**config.mk**
```make
export PLATFORM = sky130hd
export DESIGN_NAME = wdt_guard
export DESIGN_NICKNAME = d
export VERILOG_FILES = /design/src/rtl/wdt_guard.sv
export SDC_FILE = /design/constraint.sdc
export NUM_CORES = 1
export LEC_CHECK = 0
export CAP_MARGIN = 20
export CORE_MARGIN = 2
export CORE_UTILIZATION = 50
export CTS_BUF_LIST = sky130_fd_sc_hd__clkbuf_2
export DETAILED_ROUTE_END_ITERATION = 8
export DONT_BUFFER_PORTS = 1
export PLACE_DENSITY = 0.68
export SLEW_MARGIN = 15
export SYNTH_ARGS = -nofsm -noshare
export SYNTH_HDL_FRONTEND = slang
export SYNTH_SLANG_ARGS = --single-unit
export TNS_END_PERCENT = 20
```
**constraint.sdc**
```tcl
create_clock -name clk -period 2.05 [get_ports clk]
set_clock_uncertainty 0.05 [all_clocks]
set_input_delay 0 -clock clk [delete_from_list [all_inputs] [get_ports clk]]
set_output_delay 0 -clock clk [all_outputs]
set_load 0.1 [all_outputs]
```
**src/rtl/wdt_guard.sv**
```systemverilog
module wdt_guard #(
  parameter int          CNT_W  = 16,
  parameter logic [7:0]  WR_KEY = 8'h5A,
  parameter logic [7:0]  RD_KEY = 8'h69
) (
  input  logic        clk,
  input  logic        rst_n,
  input  logic        tick_sub,
  input  logic        tick_aux,
  input  logic        wr_en,
  input  logic [1:0]  wr_be,
  input  logic [15:0] wr_data,
  output logic [15:0] rd_data,
  input  logic        irq_clr,
  output logic        irq_flag,
  output logic        sys_rst,
  output logic        cause_key,
  output logic        nmi_sel,
  output logic        nmi_fall
);
  localparam int TAP0 = CNT_W - 1;
  localparam int TAP1 = CNT_W - 3;
  localparam int TAP2 = CNT_W - 7;
  localparam int TAP3 = CNT_W - 10;
  localparam logic [CNT_W-1:0] LAST0 = CNT_W'((64'd1 << TAP0) - 64'd1);
  localparam logic [CNT_W-1:0] LAST1 = CNT_W'((64'd1 << TAP1) - 64'd1);
  localparam logic [CNT_W-1:0] LAST2 = CNT_W'((64'd1 << TAP2) - 64'd1);
  localparam logic [CNT_W-1:0] LAST3 = CNT_W'((64'd1 << TAP3) - 64'd1);

  logic [7:0]       ctrl;
  logic [CNT_W-1:0] cnt;
  logic [CNT_W-1:0] last;
  logic             bad_wr, good_wr, kick, step, hit;

  assign bad_wr  = wr_en && (wr_be != 2'b11 || wr_data[15:8] != WR_KEY);
  assign good_wr = wr_en && !bad_wr;
  assign kick    = good_wr && wr_data[3];
  assign step    = !ctrl[7] && (ctrl[2] ? tick_aux : tick_sub);

  always_comb begin
    case (ctrl[1:0])
      2'b00:   last = LAST0;
      2'b01:   last = LAST1;
      2'b10:   last = LAST2;
      default: last = LAST3;
    endcase
  end

  assign hit      = step && (cnt == last) && !kick;
  assign rd_data  = {RD_KEY, ctrl};
  assign nmi_fall = ctrl[6];
  assign nmi_sel  = ctrl[5];

  always_ff @(posedge clk or negedge rst_n) begin
    if (!rst_n) begin
      ctrl      <= '0;
      cnt       <= '0;
      irq_flag  <= 1'b0;
      sys_rst   <= 1'b0;
      cause_key <= 1'b0;
    end else begin
      sys_rst <= 1'b0;
      if (irq_clr) irq_flag <= 1'b0;
      if (bad_wr) begin
        sys_rst   <= 1'b1;
        cause_key <= 1'b1;
        ctrl      <= '0;
        cnt       <= '0;
      end else if (hit && !ctrl[4]) begin
        sys_rst   <= 1'b1;
        cause_key <= 1'b0;
        ctrl      <= '0;
        cnt       <= '0;
      end else begin
        if (good_wr) ctrl <= wr_data[7:0] & 8'hF7;
        if (kick)      cnt <= '0;
        else if (hit)  cnt <= '0;
        else if (step) cnt <= cnt + 1'b1;
        if (hit) irq_flag <= 1'b1;
      end
    end
  end
endmodule


```
After elaboration in Yosys (flattened, before gate mapping)
Cells that the tools add are included.
- bits in writable memories: 0
- output and inout bits: 21
- latch bits: 0
- memories: 0
- ROM bits: 0
- register bits after elaboration: 27
- mux-type cells: 18
- shift-type cells: 0
- multiply operators: 0
- equality and inequality tests: 5
- order comparisons: 0
- reduce and logical (&&, ||, !) cells: 16
- divide/modulo/power cells: 0
- bitwise logic cells: 0
- add/sub/neg operators: 1
- operators by type and width (kind ; count):
    16-bit 2-to-1 mux ; 5
    15-bit case mux with 3 select lines ; 1
    8-bit 2-to-1 mux ; 3
    16-bit by 1-bit adder with 16-bit output (second input constant) ; 1
    16-bit == test ; 1
    1-bit 2-to-1 mux ; 9
    8-bit by 7-bit != test with 1-bit output (second input constant) ; 1
    1-bit logical AND ; 7
    5-bit nonzero test ; 1
    1-bit logical NOT ; 4
    3-bit nonzero test ; 1
    2-bit by 1-bit == test with 1-bit output (second input constant) ; 1
    2-bit == test (second input constant) ; 1
    2-bit logical NOT ; 1
    2-bit != test (second input constant) ; 1
    2-bit nonzero test ; 1
    1-bit logical OR ; 1

Longest topological paths before layout
Gate-level depths: netlist of the first run.
- depth in word-level cells: 12
- mapped depth: 7
- gate-level depth less buffers: 6

Worst setup path before layout of the first run
Ideal clock, no wire load.
- path type: register -> register
- start: register ctrl[1]
- end: register cause_key
- clock period less this slack: 2.721 ns
- cell stages (with the launch flop): 7
- required time: 1.861 ns
- path buffers: 1
- setup slack: -0.671 ns
- data arrival time: 2.533 ns
- path through: dfrtp_1 or4b_1 a221o_1 a311oi_2 and2b_1 buf_4 o221ai_1
- longest elaborated chain between the ends: 7
- elaborated cells between the ends (all ways): 9
- those cells by class: eq/ne: 3; mux: 1; reduce/logical: 5
- ends and longest elaborated chain (element ; RTL line ; text):
    from (decl) ; 30 ; logic [7:0] ctrl;
    from (signal assigned) ; 75 ; if (good_wr) ctrl <= wr_data[7:0] & 8'hF7;
    2-bit == test, or another cell as far along ; 41 ; case (ctrl[1:0])
    15-bit case mux with 3 select lines * ; 41 ;
    16-bit == test * ; 49 ; assign hit = step && (cnt == last) && !kick;
    1-bit logical AND * (2 in series) ; 49 ;
    1-bit logical AND * ; 69 ; end else if (hit && !ctrl[4]) begin
    2-bit nonzero test (no line) * ; n/a ;
    to (signal assigned) ; 60 ; cause_key <= 1'b0;
    to (signal assigned) ; 66 ; cause_key <= 1'b1;
    to (signal assigned) ; 71 ; cause_key <= 1'b0;
    to (decl) ; 17 ; output logic cause_key,
Mark *: on every way between the ends. The rest lies on a longest branch, timed or not.
A chain may end at the register's enable or synchronous reset.

Worst setup path in the final report of the first run
- start: register cnt[9]
- end: register irq_flag
- longest elaborated chain between the ends: 6
- elaborated cells between the ends (all ways): 7
- those cells by class: eq/ne: 1; mux: 3; reduce/logical: 3
- ends and longest elaborated chain (element ; RTL line ; text):
    from (decl) ; 31 ; logic [CNT_W-1:0] cnt;
    from (signal assigned) ; 78 ; else if (step) cnt <= cnt + 1'b1;
    16-bit == test * ; 49 ;
    1-bit logical AND * (2 in series) ; 49 ;
    1-bit 2-to-1 mux or 1-bit logical AND (tied branches) ; 79, 69 ;
    1-bit 2-to-1 mux * ; 69 ;
    1-bit 2-to-1 mux * ; 64 ; if (bad_wr) begin
    to (signal assigned) ; 58 ; irq_flag <= 1'b0;
    to (signal assigned) ; 63 ; if (irq_clr) irq_flag <= 1'b0;
    to (signal assigned) ; 79 ; if (hit) irq_flag <= 1'b1;
    to (decl) ; 15 ; output logic irq_flag,
Marked as above.

==> qor.yml, run 1 <==
status:
  outcome: "finished with violations"
  violations: "negative setup slack"
cells_and_area:
  layout.cells.non_filler: 252
  drive_above_1_share: 0.283
  antennaDiodeCount: 0
  area.sequential_um2: 666
  multiInputGateArea_um2: 865
  utilization: 0.701
  fillCellCount: 213
  syn_to_final_growth_pct: 36.5
  final_nets: 245
pwr:
  ir_drop_uv: 343
  power_density_nw_per_um2: 435
  power_leakage_nw: 0.906
  total_power_uw: 908
sta:
  fin_crit_sh: 1.09
  fmax_mhz: 448
  worst_pin_slew_ps: 895
  max_slew_margin: 0.404
  setup_viol: 19
  post-route-min-period_ps: 2230
  finalHoldViolCount: 0
  rsz0062_at_grt: "true"
  worst_slack_ps: -185
  maxSlewViolCount: 0
route:
  drtIter0Drc: 73
  ant_nets: 0
  firstDrtPassIters: 4
  drc: 0
  via_per_inst: 6.06
  wl_per_cell_um: 17.2
  drt-total-wl_mm: 4.33
  num_vias: 1528
die:
  start_util: 0.513
  fp.dieArea_um2: 3520
  ios: 45
  die_y_um: 59.3
  core_region_area_um2: 2980
  std_cell_rows: 20
  die_w_um: 59.3
clock_tree:
  clkTransAtPathRegs_ps: 240
  numCtsBuffers: 3
  clk_path_buf_depth: 2
  cts.sink_count: 26
  h-tree-depth: 1
  clock-root-buffer: "clkbuf_2"
  cts_tree: "built"
  clkLatencyLatePin_ps: 350
logic_synthesis:
  yosys.cell_types.count: 45
  async_flop_share: 1.00
  yosysSeqAreaShare: 0.426
  avgSynthCellArea_um2: 8.94
  syn_area_um2: 1530
  yosysWarnings: 0
  syn_inst: 171
  ys_ff_latch: 26
  synth_enable_flop_cells: 0
  ys.flop_type: "dfrtp_1"
critical_path:
  cp.required_ps: 2310
  path_cells: "or4b_1, a221o_1, a311oi_4, and2b_1, buf_12, a32o_1"
  cp-endpoint: "irq_flag"
  cpPeakStageDelay_ps: 530
  cp_max_fo: 12
  cp-startpoint: "cnt[9]"
  r2r_end: "irq_flag"
  critPathLaunchType: "flop"
  reg2regPathDepth: 6
  reg2reg_from: "cnt[9]"
  regToRegSetupSlack_ps: -180
  crit_slowest_cell: "or4b_1"
  end_kind: "flop"
  path_class: "reg -> reg"
  worstPathArrival_ps: 2500
min_path:
  min_path_type: "in -> reg"
global_routing:
  grt-ovfl-total: 0
  grt_pass1_vias: 1572
  antenna_found_initial: 0
  grt_max_degree: 15
  track_usage: 0.273
  grt_pass1_wl_mm: 7.07
job:
  cap_violations: 0
placement:
  gp_congestion: 0.850
  dp_hpwl_mm: 2.76
  dp_cells: 229
  port_buffers: 0
[registers in the layout, indices dropped and copies added, names as in the netlist]
signal	cells
sys_rst	1
cause_key	1
cnt	16
ctrl	7
irq_flag	1
[cell type report]
class	count	area share
multi-input cells	129	0.414
flip-flops and latches	26	0.319
repair buffers	53	0.225
well taps	33	0.0198
inverters	7	0.0126
clock buffers	4	0.00959
[kinds of logic (layout without fill, tap and decap cells)]
| group | after synthesis | after routing | synth area share |
|---|---|---|---|
| XOR/XNOR | 7 | 7 | 0.0401 |
| flip-flops | 26 | 26 | 0.426 |
| AND/OR/NAND/NOR | 76 | 76 | 0.272 |
| multiplexers | 1 | 1 | 0.00655 |
| AO/OA/AOI/OAI | 35 | 35 | 0.157 |
| buffers and inverters | 23 | 64 | 0.0859 |
| adder cells (fa/ha/maj) | 1 | 1 | 0.00818 |
| other | 2 | 9 | 0.00491 |
[synthesized netlist by cell type (2+ instances only)]
library cell  instances  area [µm²]
dfrtp_1              26         651
nor2_1               18        67.6
nand2_1              13        48.8
buf_4                12        90.1
nand3_1              10        50.1
a21oi_1               8        40.0
inv_1                 7        26.3
nor3_1                7        35.0
o21ai_0               7        35.0
a22oi_1               6        45.0
clkbuf_1              4        15.0
nor4_1                4        25.0
or3_1                 4        25.0
xnor2_1               4        35.0
or4_1                 3        22.5
xor2_1                3        26.3
conb_1                2        7.51
nand4_1               2        12.5
nor2b_1               2        12.5
nor3b_1               2        15.0
o2111ai_1             2        17.5
o21ai_1               2        10.0
[critical path: cells and delay by family (launching register included)]
kind	cells	cell delay [ps]
AO/OA/AOI/OAI	3	810
buffers and inverters	1	150
flip-flops	1	430
AND/OR/NAND/NOR	2	760
[stage by stage]
step | setup TNS [ps] | instance area [µm²] | hold slack [ps] | setup WS, ps
CTS | -2420 | 2010 | 8.03 | -186
detailed placement | -2040 | 1780 | -345 | -219
global route | -3840 | 2090 | 30.6 | -243
floorplan | -2260 | 1580 | -346 | -168
finish | -2480 | 2090 | 23.4 | -185
global placement | -721 | 1780 | -345 | -87.5
[cell usage in the layout (no fill, tap or decap), drive strengths merged, types with 3 or more instances in the layout]
| cell | netlist | layout |
|---|---|---|
| buf | 12 | 36 |
| or4 | 3 | 3 |
| xnor2 | 4 | 4 |
| nand3 | 10 | 10 |
| nor4 | 4 | 4 |
| a21oi | 8 | 8 |
| nand2 | 13 | 13 |
| dfrtp | 26 | 26 |
| xor2 | 3 | 3 |
| inv | 7 | 7 |
| nor3 | 7 | 7 |
| o21ai | 9 | 9 |
| clkbuf | 4 | 4 |
| nor2 | 18 | 18 |
| dlygate4sd3 | 0 | 17 |
| a22oi | 6 | 6 |
| or3 | 5 | 5 |
| conb | 2 | 9 |
[power by group]
part | switching, mW | internal [mW]
clock network | 0.151 | 0.0515
registers | 0.0135 | 0.519
logic | 0.130 | 0.0429
[what timing repair did]
action / CTS / global route
gates resized for setup: 3 / 14
hold buffers: 18 / 0
pin swaps: 2 / 6
setup buffers: 1 / 0
hold endpoints to repair: 41 / 0
setup endpoints to repair: 24 / 24
[metal layers]
layer	up-vias	wire (µm)	global-route usage
met5	-	0	0
met4	0	149	0.169
met3	14	263	0.0371
met2	78	2320	0.473
met1	733	1600	0.314
li1	703	-	-
[worst min-delay path by stage]
stage	to	cells after the start	slack [ps]	from
4_1_cts	ctrl[5]	3	8	wr_en
3_5_place_dp	cnt[12]	0	-340	rst_n
3_3_place_gp	cnt[12]	0	-340	rst_n
6_report	ctrl[5]	3	20	wr_en
5_1_grt	ctrl[2]	3	30	wr_en
2_1_floorplan	cause_key	0	-350	rst_n
Power figures use the tool's default switching activity.
==> inputs of run 2 (changes only) <==
HOLD_SLACK_MARGIN = 0.15   (was default)
==> qor.yml, run 2 (synthesized netlist as in run 1, its figures left out) <==
status:
  outcome: "finished with violations"
  violations: "negative setup slack"
clock_tree:
  clkLatencyLatePin_ps: 360  # about the same
  cts.sink_count: 26  # unchanged
  clock-root-buffer: "clkbuf_2"
  cts_tree: "built"
  h-tree-depth: 1  # unchanged
  clkTransAtPathRegs_ps: 250  # about the same
  clk_path_buf_depth: 2  # unchanged
  numCtsBuffers: 3  # unchanged
critical_path:
  cp.required_ps: 2330  # +20 ps
  worstPathArrival_ps: 2570  # +70 ps
  cp_max_fo: 12  # unchanged
  end_kind: "flop"
  critPathLaunchType: "flop"
  path_class: "reg -> reg"
global_routing:
  antenna_found_initial: 0  # unchanged
  grt-ovfl-total: 0  # unchanged
  grt_pass1_vias: 1636  # +4.1%
  grt_pass1_wl_mm: 7.35  # +3.9%
  track_usage: 0.282  # +0.00918
  grt_max_degree: 27  # +12
sta:
  rsz0062_at_grt: "true"
  worst_slack_ps: -235  # -50.2 ps
  finalHoldViolCount: 0  # unchanged
  fmax_mhz: 438  # -2.2%
  fin_crit_sh: 1.11  # +0.0245
  worst_pin_slew_ps: 886  # -8.91 ps
  max_slew_margin: 0.410  # +0.00594
  whs_ps: 213  # +190 ps
  maxSlewViolCount: 0  # unchanged
  post-route-min-period_ps: 2280  # +50.2 ps
  setup_viol: 19  # unchanged
cells_and_area:
  final_nets: 251  # +2.4%
  antennaDiodeCount: 0  # unchanged
  layout_commonest_cell: "buf_4"
  largest_reg_flops: 16  # unchanged
  drive_above_1_share: 0.280  # -0.00311
  top_regs: "cnt x16, ctrl x7"
  finalInstanceArea_um2: 2160  # +3.4%
  syn_to_final_growth_pct: 41.1
  largest-register: "cnt"
  final_cell_mix: "33 x buf_4, 22 x dlygate4sd3_1, 20 x dfrtp_1, 18 x nor2_1, 13 x nand2_1"
placement:
  port_buffers: 0  # unchanged
  gp_congestion: 0.850  # unchanged
  dp_hpwl_mm: 2.76  # unchanged
  dpl_cell_area_um2: 1780  # unchanged
pwr:
  seqPwrFrac: 0.577  # -0.010
  p_clk_frac: 0.230  # +0.007
  ir_drop_uv: 315  # -8.1%
  p_int_uw: 616  # +0.43%
  switchingPower_uw: 307  # +4.4%
  power_density_nw_per_um2: 428  # -1.6%
  power_leakage_nw: 0.920  # +1.5%
  power_frac_comb: 0.193  # +0.003
  switching_share: 0.333  # +0.00850
die:
  fp.dieArea_um2: 3520  # unchanged
  ios: 45  # unchanged
  core_region_area_um2: 2980  # unchanged
  die_w_um: 59.3  # unchanged
  std_cell_rows: 20  # unchanged
  die_y_um: 59.3  # unchanged
  start_util: 0.513  # unchanged
route:
  drtIter0Drc: 82  # +12%
  wl_per_cell_um: 17.8  # +3.4%
  firstDrtPassIters: 4  # unchanged
  drt-total-wl_mm: 4.59  # +5.9%
  num_vias: 1567  # +2.6%
  drc: 0  # unchanged
  ant_nets: 0  # unchanged
  via_per_inst: 6.07  # +0.17%
job:
  cap_violations: 0  # unchanged
min_path:
  min_path_type: "in -> reg"
-- run 2: cell types whose count changed in the layout (fill, tap and decap cells not counted) --
cell	change
buf_12	+1
dlygate4sd3_1	+5
-- run 2: power groups by stage --
stage               clock network, mW  logic [mW]  registers, mW
CTS                             0.207       0.172          0.533
finish                          0.212       0.178          0.533
floorplan                           0       0.112          0.552
global placement                    0       0.126          0.541
detailed placement                  0       0.129          0.541
global route                    0.224       0.187          0.534
-- run 2: critical path: stages, from the launching register on --
cell and delay, ps:
dfrtp_1 440, or4b_1 530, a221o_1 370, a311oi_4 310, and2b_1 230, buf_12 150, a32o_1 170
-- run 2: cell type report --
type                            instances  area [µm²]
Sequential cell                        26         666
Timing Repair Buffer                   59         539
Fill cell                             200         821
Inverter                                7        26.3
Multi-Input combinational cell        129         865
Clock buffer                            4        20.0
Tap cell                               33        41.3
-- run 2: metal layers --
metal / global-route usage / vias to the layer above / share of wire
met1: 0.325 / 753 / 0.40
li1: - / 714 / -
met2: 0.490 / 83 / 0.50
met3: 0.0328 / 17 / 0.058
met4: 0.179 / 0 / 0.043
met5: 0 / - / 0
-- run 2: worst paths after layout --
kind                           from        to  slack (ps)  cells past startpoint
min reg2reg                irq_flag  irq_flag         510                      1
max reg2reg                  cnt[9]  irq_flag        -230                      6
min                        tick_sub    cnt[1]         210                      4
max in group asynchronous     rst_n   ctrl[2]        1190                      4
min in group asynchronous     rst_n   cnt[13]         590                      4
max                          cnt[9]  irq_flag        -230                      6
-- run 2: through the flow --
stage	setup WS (ps)	instances	TNS (ps)	total power, mW	utilization
global route	-296	258	-4940	0.945	0.724
floorplan	-168	178	-2260	0.664	-
global placement	-87.5	229	-721	0.667	0.598
detailed placement	-219	229	-2040	0.670	0.598
CTS	-186	258	-2420	0.912	0.700
finish	-235	258	-3500	0.924	0.724
-- run 2: what timing repair did --
item / 4_1_cts / 5_1_grt
buffers inserted: 1 / 0
pin swaps: 2 / 5
setup endpoints to repair: 24 / 24
resized for setup: 3 / 14
hold buffers: 24 / 0
gates cloned: 0 / 0
endpoints found under the hold margin: 50 / 0
==> inputs of run 3 (changes only) <==
CORE_UTILIZATION = 59   (was 50)
PLACE_DENSITY = 0.78   (was 0.68)
==> qor.yml, run 3 (synthesized netlist as in run 1, its figures left out) <==
sta:
  finalSetupTns_ps: -5850  # -2340 ps
  rsz0062_at_grt: "true"
  whs_ps: 317  # +104 ps
  post-route-min-period_ps: 2400  # +111 ps
  finalHoldViolCount: 0  # unchanged
  setup_viol: 22  # +3
  worst_pin_slew_ps: 885  # -1.30 ps
  fmax_mhz: 417  # -4.6%
  fin_crit_sh: 1.17  # +0.0541
  maxSlewViolCount: 0  # unchanged
  max_slew_margin: 0.410  # +0.000868
  worst_slack_ps: -346  # -111 ps
placement:
  dp_cells: 224  # -2.2%
  dp_hpwl_mm: 2.78  # +0.74%
  gp_congestion: 0.880  # +3.6%
  port_buffers: 0  # unchanged
  dp_slack_ps: -116  # +104 ps
  dpl_cell_area_um2: 1760  # -1.1%
die:
  die_y_um: 54.9  # -7.4%
  fp.dieArea_um2: 3010  # -14%
  ios: 45  # unchanged
  start_util: 0.617  # +0.104
  std_cell_rows: 18  # -10%
  core_region_area_um2: 2480  # -17%
  die_w_um: 54.9  # -7.4%
route:
  via_per_inst: 6.86  # +13%
  num_vias: 1750  # +12%
  drc: 0  # unchanged
  drtIter0Drc: 110  # +34%
  firstDrtPassIters: 5  # +1
  wl_per_cell_um: 22.7  # +28%
  ant_nets: 0  # unchanged
  drt-total-wl_mm: 5.79  # +26%
pwr:
  switching_share: 0.341  # +0.00827
  ir_drop_uv: 524  # +66%
  seqPwrFrac: 0.565  # -0.012
  power_leakage_nw: 0.866  # -5.8%
  p_clk_frac: 0.229  # about the same
  power_frac_comb: 0.205  # +0.012
  power_density_nw_per_um2: 436  # +1.9%
  p_int_uw: 621  # +0.71%
  switchingPower_uw: 321  # +4.5%
global_routing:
  track_usage: 0.354  # +0.0723
  grt_pass1_wl_mm: 7.45  # +1.3%
  grt-ovfl-total: 0  # unchanged
  antenna_found_initial: 0  # unchanged
  grt_max_degree: 27  # unchanged
  grt_pass1_vias: 1510  # -7.7%
cells_and_area:
  final_cell_mix: "32 x buf_4, 22 x dlygate4sd3_1, 20 x dfrtp_1, 18 x nor2_1, 13 x nand2_1"
  top_regs: "cnt x16, ctrl x7"
  layout_commonest_cell: "buf_4"
  antennaDiodeCount: 0  # unchanged
  largest_reg_flops: 16  # unchanged
  finalInstanceArea_um2: 2160  # about the same
  largest-register: "cnt"
  layout.cells.non_filler: 255  # -1.2%
  syn_to_final_growth_pct: 41.2  # about the same
  drive_above_1_share: 0.302  # +0.0222
  final_nets: 251  # unchanged
critical_path:
  worstPathArrival_ps: 2670  # +100 ps
  cpPeakStageDelay_ps: 520  # about the same
  cp_max_fo: 6  # -6
  reg2regPathDepth: 6  # unchanged
  worst-path-stages: 6  # unchanged
  cp.required_ps: 2320  # about the same
  cp.buffers_inverters: 1  # unchanged
  crit_family: "compound AO/OA/AOI/OAI gates"
  end_kind: "flop"
  critPathLaunchType: "flop"
  path_cells: "or4b_1, a221o_1, a311oi_2, and2b_2, buf_12, a32o_1"
  crit_slowest_cell: "or4b_1"
  path_class: "reg -> reg"
job:
  cap_violations: 0  # unchanged
clock_tree:
  clock-root-buffer: "clkbuf_2"
  numCtsBuffers: 3  # unchanged
  clkLatencyLatePin_ps: 400  # +40 ps
  cts.sink_count: 26  # unchanged
  h-tree-depth: 1  # unchanged
  cts_tree: "built"
  clkTransAtPathRegs_ps: 280  # +30 ps
  clk_path_buf_depth: 2  # unchanged
status:
  outcome: "finished with violations"
  violations: "negative setup slack"
min_path:
  min_path_cells: 3  # -1
  min_path_type: "in -> reg"
==> run 3: cell types whose count changed in the layout (fill, tap and decap cells not counted), sizes merged <==
cell | previous run | this run
clkbuf | 4 | 5
buf | 37 | 36
==> run 3: final cells by class <==
type	count	area, µm²
multi-input cells	129	852
flip-flops and latches	26	666
well taps	30	37.5
repair buffers	59	557
inverters	7	26.3
fillers	101	319
clock buffers	4	20.0
==> run 3: timing repair <==
item                       CTS  global route
buffers inserted             0             2
pin swaps                    6             4
resized for setup            3            17
gates cloned                 0             1
hold buffers                24             0
hold endpoints to repair    52             0
setup endpoints to repair   23            24
==> run 3: worst min-delay path, stage by stage <==
cell	delay (ps)
dlygate4sd3_1	530
inv_1	60
a32o_1	120
==> run 3: routing by layer <==
metal	vias to the layer above	GRT usage	share of wire
met4	0	0.0976	0.056
met1	839	0.460	0.36
met2	159	0.591	0.47
met3	41	0.0833	0.12
met5	-	0	0
li1	711	-	-
==> run 3: worst paths after layout <==
| check | from | endpoint | slack, ps |
|---|---|---|---|
| worst max-delay path | cnt[9] | irq_flag | -350 |
| worst max register to register | cnt[9] | irq_flag | -350 |
| min in group asynchronous | rst_n | ctrl[0] | 550 |
| worst min register to register | irq_flag | irq_flag | 490 |
| worst min-delay path | irq_clr | irq_flag | 320 |
| max in group asynchronous | rst_n | cnt[5] | 1200 |
==> run 3: power groups by stage <==
stage / Combinational, mW / Clock, mW / Sequential [mW]
floorplan: 0.112 / 0 / 0.552
global placement: 0.127 / 0 / 0.540
detailed placement: 0.130 / 0 / 0.540
CTS: 0.176 / 0.214 / 0.532
global route: 0.200 / 0.231 / 0.533
finish: 0.193 / 0.216 / 0.532
==> run 3: per-stage QoR <==
stage,util,total power [mW]
after floorplan,-,0.664
after global placement,0.711,0.667
after detailed placement,0.711,0.671
after CTS,0.829,0.922
after global routing,0.871,0.964
final,0.871,0.942
